File: src/rtl/crg_pkg.sv
package crg_pkg;
   typedef enum logic [1:0] {
      CLS_NONE = 2'd0,
      CLS_LOW  = 2'd1,
      CLS_HIGH = 2'd2
   } ratio_cls_e;

   typedef enum logic [1:0] {
      ST_INIT = 2'd0,
      ST_ACQ  = 2'd1,
      ST_WAIT = 2'd2,
      ST_RUN  = 2'd3
   } seq_st_e;
endpackage

File: src/rtl/crg_edge_sync.sv
module crg_edge_sync #(
   parameter int unsigned STAGES = 2
) (
   input  logic clk,
   input  logic rst_n,
   input  logic async_in,
   output logic rise
);
   logic [STAGES-1:0] chain;
   logic              last;

   generate
      if (STAGES < 2) begin : g_bad
         $error("crg_edge_sync needs at least two stages");
      end
      for (genvar i = 0; i < STAGES; i++) begin : g_stage
         if (i == 0) begin : g_first
            always_ff @(posedge clk or negedge rst_n)
               if (!rst_n) chain[0] <= 1'b0;
               else        chain[0] <= async_in;
         end else begin : g_next
            always_ff @(posedge clk or negedge rst_n)
               if (!rst_n) chain[i] <= 1'b0;
               else        chain[i] <= chain[i-1];
         end
      end
   endgenerate

   always_ff @(posedge clk or negedge rst_n)
      if (!rst_n) last <= 1'b0;
      else        last <= chain[STAGES-1];

   assign rise = chain[STAGES-1] & ~last;
endmodule

File: src/rtl/crg_period_meter.sv
module crg_period_meter
   import crg_pkg::*;
#(
   parameter int unsigned RATIO_LO = 256,
   parameter int unsigned RATIO_HI = 384,
   parameter int unsigned TOL      = 4
) (
   input  logic       clk,
   input  logic       rst_n,
   input  logic       run,
   input  logic       frame_rise,
   output logic       meas_valid,
   output ratio_cls_e meas_cls,
   output logic       timeout
);
   localparam int unsigned LIMIT = RATIO_HI + TOL;
   localparam int unsigned CW    = $clog2(LIMIT + 2);
   localparam logic [CW-1:0] LO_MIN = CW'(RATIO_LO - TOL);
   localparam logic [CW-1:0] LO_MAX = CW'(RATIO_LO + TOL);
   localparam logic [CW-1:0] HI_MIN = CW'(RATIO_HI - TOL);
   localparam logic [CW-1:0] HI_MAX = CW'(LIMIT);

   logic [CW-1:0] cnt;
   logic          have;

   always_ff @(posedge clk or negedge rst_n)
      if (!rst_n) begin
         cnt  <= '0;
         have <= 1'b0;
      end else if (!run) begin
         cnt  <= '0;
         have <= 1'b0;
      end else if (frame_rise) begin
         cnt  <= CW'(1);
         have <= 1'b1;
      end else if (timeout) begin
         cnt  <= '0;
         have <= 1'b0;
      end else if (have) begin
         cnt  <= cnt + CW'(1);
      end

   assign timeout    = run && have && !frame_rise && (cnt == HI_MAX);
   assign meas_valid = run && have && frame_rise;

   always_comb begin
      if (cnt >= LO_MIN && cnt <= LO_MAX)      meas_cls = CLS_LOW;
      else if (cnt >= HI_MIN && cnt <= HI_MAX) meas_cls = CLS_HIGH;
      else                                     meas_cls = CLS_NONE;
   end
endmodule

File: src/rtl/crg_phase_tracker.sv
module crg_phase_tracker #(
   parameter int unsigned RATIO_LO = 256,
   parameter int unsigned RATIO_HI = 384,
   parameter int unsigned PTOL     = 6
) (
   input  logic clk,
   input  logic rst_n,
   input  logic tracking,
   input  logic sel_hi,
   input  logic frame_rise,
   input  logic bit_rise,
   output logic drift
);
   localparam int unsigned CW = $clog2(RATIO_HI + 1);
   localparam int unsigned BW = $clog2(PTOL + 2);
   localparam logic [BW-1:0] SAT = BW'(PTOL + 1);
   localparam logic [BW-1:0] LIM = BW'(PTOL);

   logic [CW-1:0] nom, nom_m1, half, ph;
   logic [BW-1:0] late_bits, early_bits;
   logic          early_arm, at_wrap;

   assign nom     = sel_hi ? CW'(RATIO_HI) : CW'(RATIO_LO);
   assign nom_m1  = nom - CW'(1);
   assign half    = nom >> 1;
   assign at_wrap = (ph == '0);

   always_ff @(posedge clk or negedge rst_n)
      if (!rst_n) begin
         ph         <= '0;
         late_bits  <= '0;
         early_bits <= '0;
         early_arm  <= 1'b0;
      end else begin
         if (frame_rise && !tracking) ph <= CW'(1);
         else if (ph >= nom_m1)       ph <= '0;
         else                         ph <= ph + CW'(1);

         if (at_wrap)                         late_bits <= bit_rise ? BW'(1) : '0;
         else if (bit_rise && late_bits != SAT) late_bits <= late_bits + BW'(1);

         if (!tracking) begin
            early_arm  <= 1'b0;
            early_bits <= '0;
         end else if (frame_rise && ph >= half) begin
            early_arm  <= 1'b1;
            early_bits <= '0;
         end else if (early_arm) begin
            if (at_wrap) early_arm <= 1'b0;
            if (bit_rise && early_bits != SAT) early_bits <= early_bits + BW'(1);
         end
      end

   assign drift = tracking &&
      ((frame_rise && !at_wrap && ph < half && late_bits > LIM) ||
       (early_arm && at_wrap && early_bits > LIM));
endmodule

File: src/rtl/crg_sequencer.sv
module crg_sequencer
   import crg_pkg::*;
#(
   parameter int unsigned INIT_CYCLES = 1024
) (
   input  logic       clk,
   input  logic       rst_n,
   input  logic       pwr_good,
   input  logic       meas_valid,
   input  ratio_cls_e meas_cls,
   input  logic       timeout,
   input  logic       drift,
   output seq_st_e    state,
   output logic       ratio_hi
);
   localparam int unsigned IW = $clog2(INIT_CYCLES);

   logic [IW-1:0] icnt;
   logic          good;
   ratio_cls_e    prev;
   ratio_cls_e    held_cls;
   logic          fault;

   assign held_cls = ratio_hi ? CLS_HIGH : CLS_LOW;
   assign fault    = timeout || drift || (meas_valid && meas_cls != held_cls);

   always_ff @(posedge clk or negedge rst_n)
      if (!rst_n) begin
         state    <= ST_INIT;
         icnt     <= '0;
         good     <= 1'b0;
         prev     <= CLS_NONE;
         ratio_hi <= 1'b0;
      end else if (!pwr_good) begin
         state <= ST_INIT;
         icnt  <= '0;
         good  <= 1'b0;
      end else begin
         case (state)
            ST_INIT: begin
               if (icnt == IW'(INIT_CYCLES - 1)) begin
                  state <= ST_ACQ;
                  icnt  <= '0;
                  good  <= 1'b0;
               end else begin
                  icnt <= icnt + IW'(1);
               end
            end
            ST_ACQ: begin
               if (timeout) begin
                  good <= 1'b0;
               end else if (meas_valid) begin
                  if (meas_cls == CLS_NONE) begin
                     good <= 1'b0;
                  end else if (good && meas_cls == prev) begin
                     state    <= ST_WAIT;
                     ratio_hi <= (meas_cls == CLS_HIGH);
                     good     <= 1'b0;
                  end else begin
                     good <= 1'b1;
                     prev <= meas_cls;
                  end
               end
            end
            default: begin
               if (fault) begin
                  state <= ST_ACQ;
                  good  <= 1'b0;
               end else if (meas_valid && state == ST_WAIT) begin
                  state <= ST_RUN;
               end
            end
         endcase
      end
endmodule

File: src/rtl/clk_ratio_guard.sv
module clk_ratio_guard
   import crg_pkg::*;
#(
   parameter int unsigned RATIO_LO    = 256,
   parameter int unsigned RATIO_HI    = 384,
   parameter int unsigned TOL         = 4,
   parameter int unsigned PTOL        = 6,
   parameter int unsigned INIT_CYCLES = 1024,
   parameter int unsigned SYNC_STAGES = 2
) (
   input  logic clk,
   input  logic rst_n,
   input  logic pwr_good,
   input  logic frame_clk,
   input  logic bit_clk,
   output logic ratio_sel,
   output logic locked,
   output logic mute,
   output logic int_rst_n
);
   generate
      if (RATIO_HI <= RATIO_LO) begin : g_chk_order
         $error("RATIO_HI must exceed RATIO_LO");
      end
      if (2 * TOL >= RATIO_HI - RATIO_LO) begin : g_chk_tol
         $error("TOL windows of the two ratios overlap");
      end
      if (TOL >= RATIO_LO / 2) begin : g_chk_tol_lo
         $error("TOL too large for RATIO_LO");
      end
      if (INIT_CYCLES < 2) begin : g_chk_init
         $error("INIT_CYCLES must be at least 2");
      end
   endgenerate

   logic       frame_rise, bit_rise;
   logic       meas_valid, timeout, drift, tracking;
   ratio_cls_e meas_cls;
   seq_st_e    state;
   logic       ratio_hi;

   crg_edge_sync #(.STAGES(SYNC_STAGES)) u_frame_sync (
      .clk(clk), .rst_n(rst_n), .async_in(frame_clk), .rise(frame_rise));

   crg_edge_sync #(.STAGES(SYNC_STAGES)) u_bit_sync (
      .clk(clk), .rst_n(rst_n), .async_in(bit_clk), .rise(bit_rise));

   crg_period_meter #(.RATIO_LO(RATIO_LO), .RATIO_HI(RATIO_HI), .TOL(TOL)) u_meter (
      .clk(clk), .rst_n(rst_n), .run(state != ST_INIT), .frame_rise(frame_rise),
      .meas_valid(meas_valid), .meas_cls(meas_cls), .timeout(timeout));

   assign tracking = (state == ST_WAIT) || (state == ST_RUN);

   crg_phase_tracker #(.RATIO_LO(RATIO_LO), .RATIO_HI(RATIO_HI), .PTOL(PTOL)) u_phase (
      .clk(clk), .rst_n(rst_n), .tracking(tracking), .sel_hi(ratio_hi),
      .frame_rise(frame_rise), .bit_rise(bit_rise), .drift(drift));

   crg_sequencer #(.INIT_CYCLES(INIT_CYCLES)) u_seq (
      .clk(clk), .rst_n(rst_n), .pwr_good(pwr_good), .meas_valid(meas_valid),
      .meas_cls(meas_cls), .timeout(timeout), .drift(drift),
      .state(state), .ratio_hi(ratio_hi));

   assign ratio_sel = ratio_hi;
   assign locked    = tracking;
   assign mute      = (state != ST_RUN);
   assign int_rst_n = (state != ST_INIT);
endmodule

File: config.mk
export PLATFORM = sky130hd
export DESIGN_NAME = clk_ratio_guard
export DESIGN_NICKNAME = d
export VERILOG_FILES = /design/src/rtl/crg_pkg.sv /design/src/rtl/crg_edge_sync.sv /design/src/rtl/crg_period_meter.sv /design/src/rtl/crg_phase_tracker.sv /design/src/rtl/crg_sequencer.sv /design/src/rtl/clk_ratio_guard.sv
export SDC_FILE = /design/constraint.sdc
export NUM_CORES = 1
export LEC_CHECK = 0
export CORE_UTILIZATION = 40
export DETAILED_ROUTE_END_ITERATION = 8
export SKIP_CTS_REPAIR_TIMING = 1
export SLEW_MARGIN = 20
export SYNTH_ARGS = -nofsm -noshare
export SYNTH_HDL_FRONTEND = slang
export SYNTH_SLANG_ARGS = --single-unit
File: constraint.sdc
create_clock -name clk -period 5.21 [get_ports clk]
set_clock_uncertainty 0.05 [all_clocks]
set_input_delay 1.042 -clock clk [delete_from_list [all_inputs] [get_ports clk]]
set_output_delay 1.042 -clock clk [all_outputs]
set_load 0.02 [all_outputs]
# Word level (Yosys, flattened, before mapping)

Index checks and enable logic that the tools add are counted.

Logic and storage cells: 143
Input bits: 5
Output and inout port bits: 4
Register bits after elaboration: 48
ROM bits: 0
Latch bits: 0
Bits in writable memories: 0
Memories kept: 0

Reduce and logical (&&, ||, !) cells: 36
Bitwise logic cells: 7
Muxes and demuxes: 44
Multiply operators: 0
Equal/unequal tests: 24
Shifts and indexed selects: 0
Add/sub/neg operators: 6
Order comparisons: 9
Div/mod/pow operators: 0

Operators with widths:

| operator                                                                             | count |
|---|---|
| 9-bit two-way mux                                                                    | 6 |
| 10-bit two-way mux                                                                   | 3 |
| 2-bit two-way mux                                                                    | 11 |
| 1-bit logical AND                                                                    | 19 |
| 9-bit by 1-bit adder with 9-bit output (second input constant)                       | 2 |
| 9-bit <= comparator (second input constant)                                          | 2 |
| 3-bit two-way mux                                                                    | 6 |
| 3-bit inequality test (second input constant)                                        | 6 |
| 6-bit AND reduction                                                                  | 3 |
| 1-bit two-way mux                                                                    | 15 |
| 3-bit by 2-bit inequality test with 1-bit output (second input constant)             | 4 |
| 10-bit by 1-bit adder with 10-bit output (second input constant)                     | 1 |
| 10-bit equality test (second input constant)                                         | 1 |
| 9-bit equality test (second input constant)                                          | 1 |
| 9-bit by 8-bit greater-or-equal comparator with 1-bit output                         | 1 |
| 9-bit by 8-bit greater-or-equal comparator with 1-bit output (second input constant) | 1 |
| 9-bit greater-or-equal comparator                                                    | 1 |
| 9-bit greater-or-equal comparator (second input constant)                            | 1 |
| 9-bit zero test                                                                      | 1 |
| 9-bit by 8-bit < comparator with 1-bit output                                        | 1 |
| 9-bit by 1-bit subtractor with 9-bit output (second input constant)                  | 1 |
| 8-bit two-way mux                                                                    | 1 |
| 3-bit by 1-bit adder with 3-bit output (second input constant)                       | 2 |
| 2-bit equality test (second input constant)                                          | 3 |
| 20 further kinds                                                                     | 33 |

# Logic depth before layout (Yosys ltp)

Depth after elaboration: 12
Gate-level depth with buffers: 8
Gate-level depth less buffers: 8

# By module

From an unflattened synthesis, not the netlist that was laid out.

Cell total of the unflattened synthesis: 277
Area, all modules: 2707.6 µm²

By module, submodules not included:

| module            | area each (µm²) | instances | sequential area each (µm²) | cells each |
|---|---|---|---|---|
| crg_phase_tracker | 1006.0          | 1         | 400.4                      | 109 |
| crg_sequencer     | 917.1           | 1         | 400.4                      | 93 |
| crg_period_meter  | 593.1           | 1         | 250.2                      | 64 |
| crg_edge_sync     | 88.8            | 2         | 75.1                       | 4 |
| clk_ratio_guard   | 13.8            | 1         | 0.0                        | 3 |

# Least setup slack after synthesis

OpenSTA, ideal clock, no wires.

Kind: input port to flip-flop
From: input port pwr_good
To: register u_seq.prev[0]
Setup slack: 3.051 ns
Arrival time: 1.984 ns
Cell stages on the path: 5
Library setup time: 0.125 ns
Buffers on the path: 1
Data required time: 5.035 ns
Cells stage by stage: clkbuf_1 -> nand3_1 -> a211o_1 -> a22o_1 -> mux2i_1

Word-level cells in the longest chain between the ends: 1

RTL lines:

| item                                 | line                  | text |
|---|---|---|
| from (decl)                          | clk_ratio_guard.sv:13 | `input logic pwr_good,` |
| 6-bit AND reduction (no source line) | n/a                   |  |
| to (signal assigned)                 | crg_sequencer.sv:61   | `prev <= meas_cls;` |
| to (decl)                            | crg_sequencer.sv:20   | `ratio_cls_e prev;` |

No other way between the ends.
A chain may end at the register's enable or synchronous reset.

# Worst setup path after layout

From: register u_seq.state[1]
To: output port int_rst_n

Word-level cells in the longest chain between the ends: 1

RTL lines:

| item                   | line                  | text |
|---|---|---|
| from (decl)            | crg_sequencer.sv:13   | `output seq_st_e state,` |
| from (signal assigned) | crg_sequencer.sv:29   | `state <= ST_INIT;` |
| from (signal assigned) | crg_sequencer.sv:35   | `state <= ST_INIT;` |
| from (signal assigned) | crg_sequencer.sv:42   | `state <= ST_ACQ;` |
| 2-bit nonzero test     | clk_ratio_guard.sv:66 | `assign int_rst_n = (state != ST_INIT);` |
| to (decl)              | clk_ratio_guard.sv:19 | `output logic int_rst_n` |

No other way between the ends.

==> flow_summary_export.csv <==
group,metric,value,unit
run_status,outcome,"finished with violations",
run_status,failed_checks,"design-rule violations",
clock_network,clk_latency,0.30,ns
critical_path,startpoint,"u_seq.state[1]",
detailed_routing,dr_wl_met2,2470,µm
die,num_rows,29,
sta,hold_viol_final,0,
sta,max_slew_margin,48.3,%
cells_and_area,layout.nets,315,
detailed_routing,drtPass1Iterations,6,
yosys,netlist-cell-type-count,55,
power,p_per_area,266,mW/mm²
critical_path,crit_arrival,1.96,ns
yosys,synthesis.nets,309,
detailed_routing,drtAntennaViolNets,0,
clock_network,htree_levels,2,
critical_path,path_class,"reg -> out",
clock_network,clkTransAtPathRegs,0.10,ns
critical_path,crit_fanout,12,
yosys,syn_inst,290,
detailed_routing,drt-met1-wl,2540,µm
place,globalplace.congestion,0.772,
detailed_routing,topRoutingLayerUsed,"met4",
detailed_routing,initialDrtViolationCount,100,
place,portBuffers,8,
critical_path,critical_path_buf_inv_count,2,
yosys,yosys_register_bits,48,
power,cellLeakagePower,1.29,nW
critical_path,worst-path-stages,3,
critical_path,crit_path_end_kind,"primary output",
sta,tightestPinTransition,0.774,ns
sta,fmax,328,MHz
worst_hold_path,hold_class,"reg -> reg",
power,vdd.ir_drop.worst,0.103,mV
sta,slew_violations,0,
yosys,netlist_area,0.00269,mm²
cells_and_area,drive_above_1_share,5.72,%
global_route,gr-usage-all-layers,15.8,%
yosys,yosysMostFrequentCell,"dfrtp_1",
detailed_routing,num_vias,2035,
yosys,postSynthAreaPerCell,9.28,µm²
yosys,synth_commonest_cells,"48 x dfrtp_1, 28 x nor2_1, 26 x nand2_1, 24 x o21ai_0, 18 x inv_1",
critical_path,reg2regPathDepth,7,
clock_network,cts.sinks,48,
global_route,grt_pass1_vias,1955,
detailed_routing,via_per_inst,5.44,
yosys,synth_flop_cell,"dfrtp_1",
place,pre_cts_slack,2.49,ns
sta,post-route-period-util,58.5,%
place,place_hpwl,3700,µm
clock_network,clock_path_buffers,2,
die,core_area,0.00642,mm²
cells_and_area,final_area,0.00292,mm²
global_route,antenna_found_initial,0,
detailed_routing,post_drt_wl_per_cell,13.7,µm
critical_path,crit_end,"int_rst_n",
detailed_routing,drc,2,
critical_path,rr_endpoint,"u_seq.icnt[9]",
clock_network,cts-root-buf,"clkbuf_8",
die,dieArea,0.00706,mm²
critical_path,startpoint_type,"flop",
die,die_w,84.0,µm
sta,setup_viol,0,
critical_path,crit_chain,"nor2_1 > inv_1 > clkdlybuf4s50_1",
global_route,grt_start_max_net_pins,49,
die,ios,9,
die,start_util,41.9,%
critical_path,max_stage_delay,0.57,ns
yosys,synth.area.top_cells,"dfrtp_1 45%, ha_1 6.5%, o21ai_0 4.5%",
flow_run,cap_viol_max_count,0,
clock_network,numCtsBuffers,5,
yosys,synth_warnings,0,
global_route,grt_remaining_overflow,0,
sta,holdWs,0.308,ns
critical_path,rrSetupSlack,2.90,ns
yosys,synth_edf_count,0,
sta,fin_tns_setup,0,ns
cells_and_area,syn_to_final_growth,8.70,%
sta,fin_ws,2.16,ns
cells_and_area,nFillCells,625,
sta,rsz0062_at_grt,"no",
detailed_routing,wl,5140,µm
critical_path,r2r_start,"u_seq.icnt[0]",
place,dpl_cell_area,0.00283,mm²
yosys,async_flop_share,100,%
yosys,synth_top_area_share,44.7,%
critical_path,required,4.12,ns
critical_path,critPathTopFamily,"buffers and inverters",
die,die_y,84.0,µm
global_route,grt_first_pass_wirelength,8890,µm
cells_and_area,antenna_cells,0,
yosys,synth_top_cell_by_area,"dfrtp_1",
yosys,synth_seq_area_share,44.7,%
sta,period_minus_slack,3.05,ns
critical_path,critical-path-slowest-cell,"clkdlybuf4s50_1",
detailed_routing,met3_length,95,µm
clock_network,cts_tree,"yes",
metal layers:
metal,vias to the layer above,global-route usage [%]
met5,-,0
li1,1034,-
met4,0,5.49
met3,2,2.97
met1,986,20.6
met2,13,26.2
state kept, by name (all words and copies together) (netlist names), 2 cells and up:
name and count:
u_seq.icnt 10, u_meter.cnt 9, u_phase.ph 9, u_phase.early_bits 3, u_phase.late_bits 3, u_bit_sync.chain 2
u_frame_sync.chain 2, u_seq.prev 2, u_seq.state 2
where the power goes:
group / switching, W / internal (W)
Combinational: 0.0000660 / 0.0000470
Clock: 0.000129 / 0.000108
Sequential: 0.0000286 / 0.000401
Total: 0.000223 / 0.000556
how the worst min path moves through the flow:
stage,slack [ns],end,start,cells past startpoint
after floorplan,0.28,u_bit_sync.chain[1],u_bit_sync.chain[0],0
after global placement,0.28,u_frame_sync.chain[1],u_frame_sync.chain[0],0
after detailed placement,0.28,u_frame_sync.chain[1],u_frame_sync.chain[0],0
after CTS,0.31,u_frame_sync.chain[1],u_frame_sync.chain[0],0
after global routing,0.33,u_bit_sync.chain[1],u_bit_sync.chain[0],0
final,0.31,u_frame_sync.chain[1],u_frame_sync.chain[0],0
cells by family after synthesis:
group / count (synthesis) / share of synthesized area [%]
compound gates: 61 / 14.7
xor+xnor: 12 / 3.91
fa+ha+maj: 14 / 6.51
buf+inv: 28 / 4.09
flops: 48 / 44.7
mux: 6 / 2.28
simple gates: 121 / 23.9
cells in the final DEF, fill, tap and decap left out, types with 2 or more instances in the layout:
| cell type | instances |
|---|---|
| nand3_1 | 13 |
| or2_2 | 2 |
| xnor2_1 | 8 |
| o21ai_0 | 24 |
| clkdlybuf4s50_1 | 7 |
| ha_1 | 14 |
| mux2i_1 | 5 |
| clkinvlp_4 | 2 |
| nor2b_1 | 6 |
| clkbuf_8 | 6 |
| o221ai_1 | 2 |
| and2_1 | 4 |
| xor2_1 | 4 |
| and3_1 | 9 |
| nand4_1 | 5 |
| nor2_1 | 28 |
| inv_1 | 18 |
| dfrtp_1 | 48 |
| nand2_1 | 26 |
| o31ai_1 | 3 |
| a21oi_1 | 5 |
| nand2b_1 | 10 |
| nor3_1 | 4 |
| nor4_1 | 2 |
| a211oi_1 | 2 |
| o22ai_1 | 2 |
| or3_1 | 2 |
| nand4b_1 | 2 |
| o21ai_1 | 5 |
final cells by class:
type                            instances  area, µm²  share of cell area (%)
Multi-Input combinational cell        214       1380                    47.2
Timing Repair Buffer                    9       82.6                    2.82
Sequential cell                        48       1200                    41.1
Inverter                               18       67.6                    2.31
Tap cell                               77       96.3                    3.29
Clock buffer                            6       82.6                    2.82
Clock inverter                          2       15.0                   0.513
per-stage QoR:
step | util, % | power (W) | cells
floorplan | - | 0.000515 | 290
CTS | 45.5 | 0.000792 | 374
global route | 45.5 | 0.000830 | 374
detailed placement | 44.0 | 0.000552 | 366
global placement | 44.0 | 0.000549 | 366
finish | 45.5 | 0.000779 | 374
Note: power is estimated with default switching activity, not from simulation.
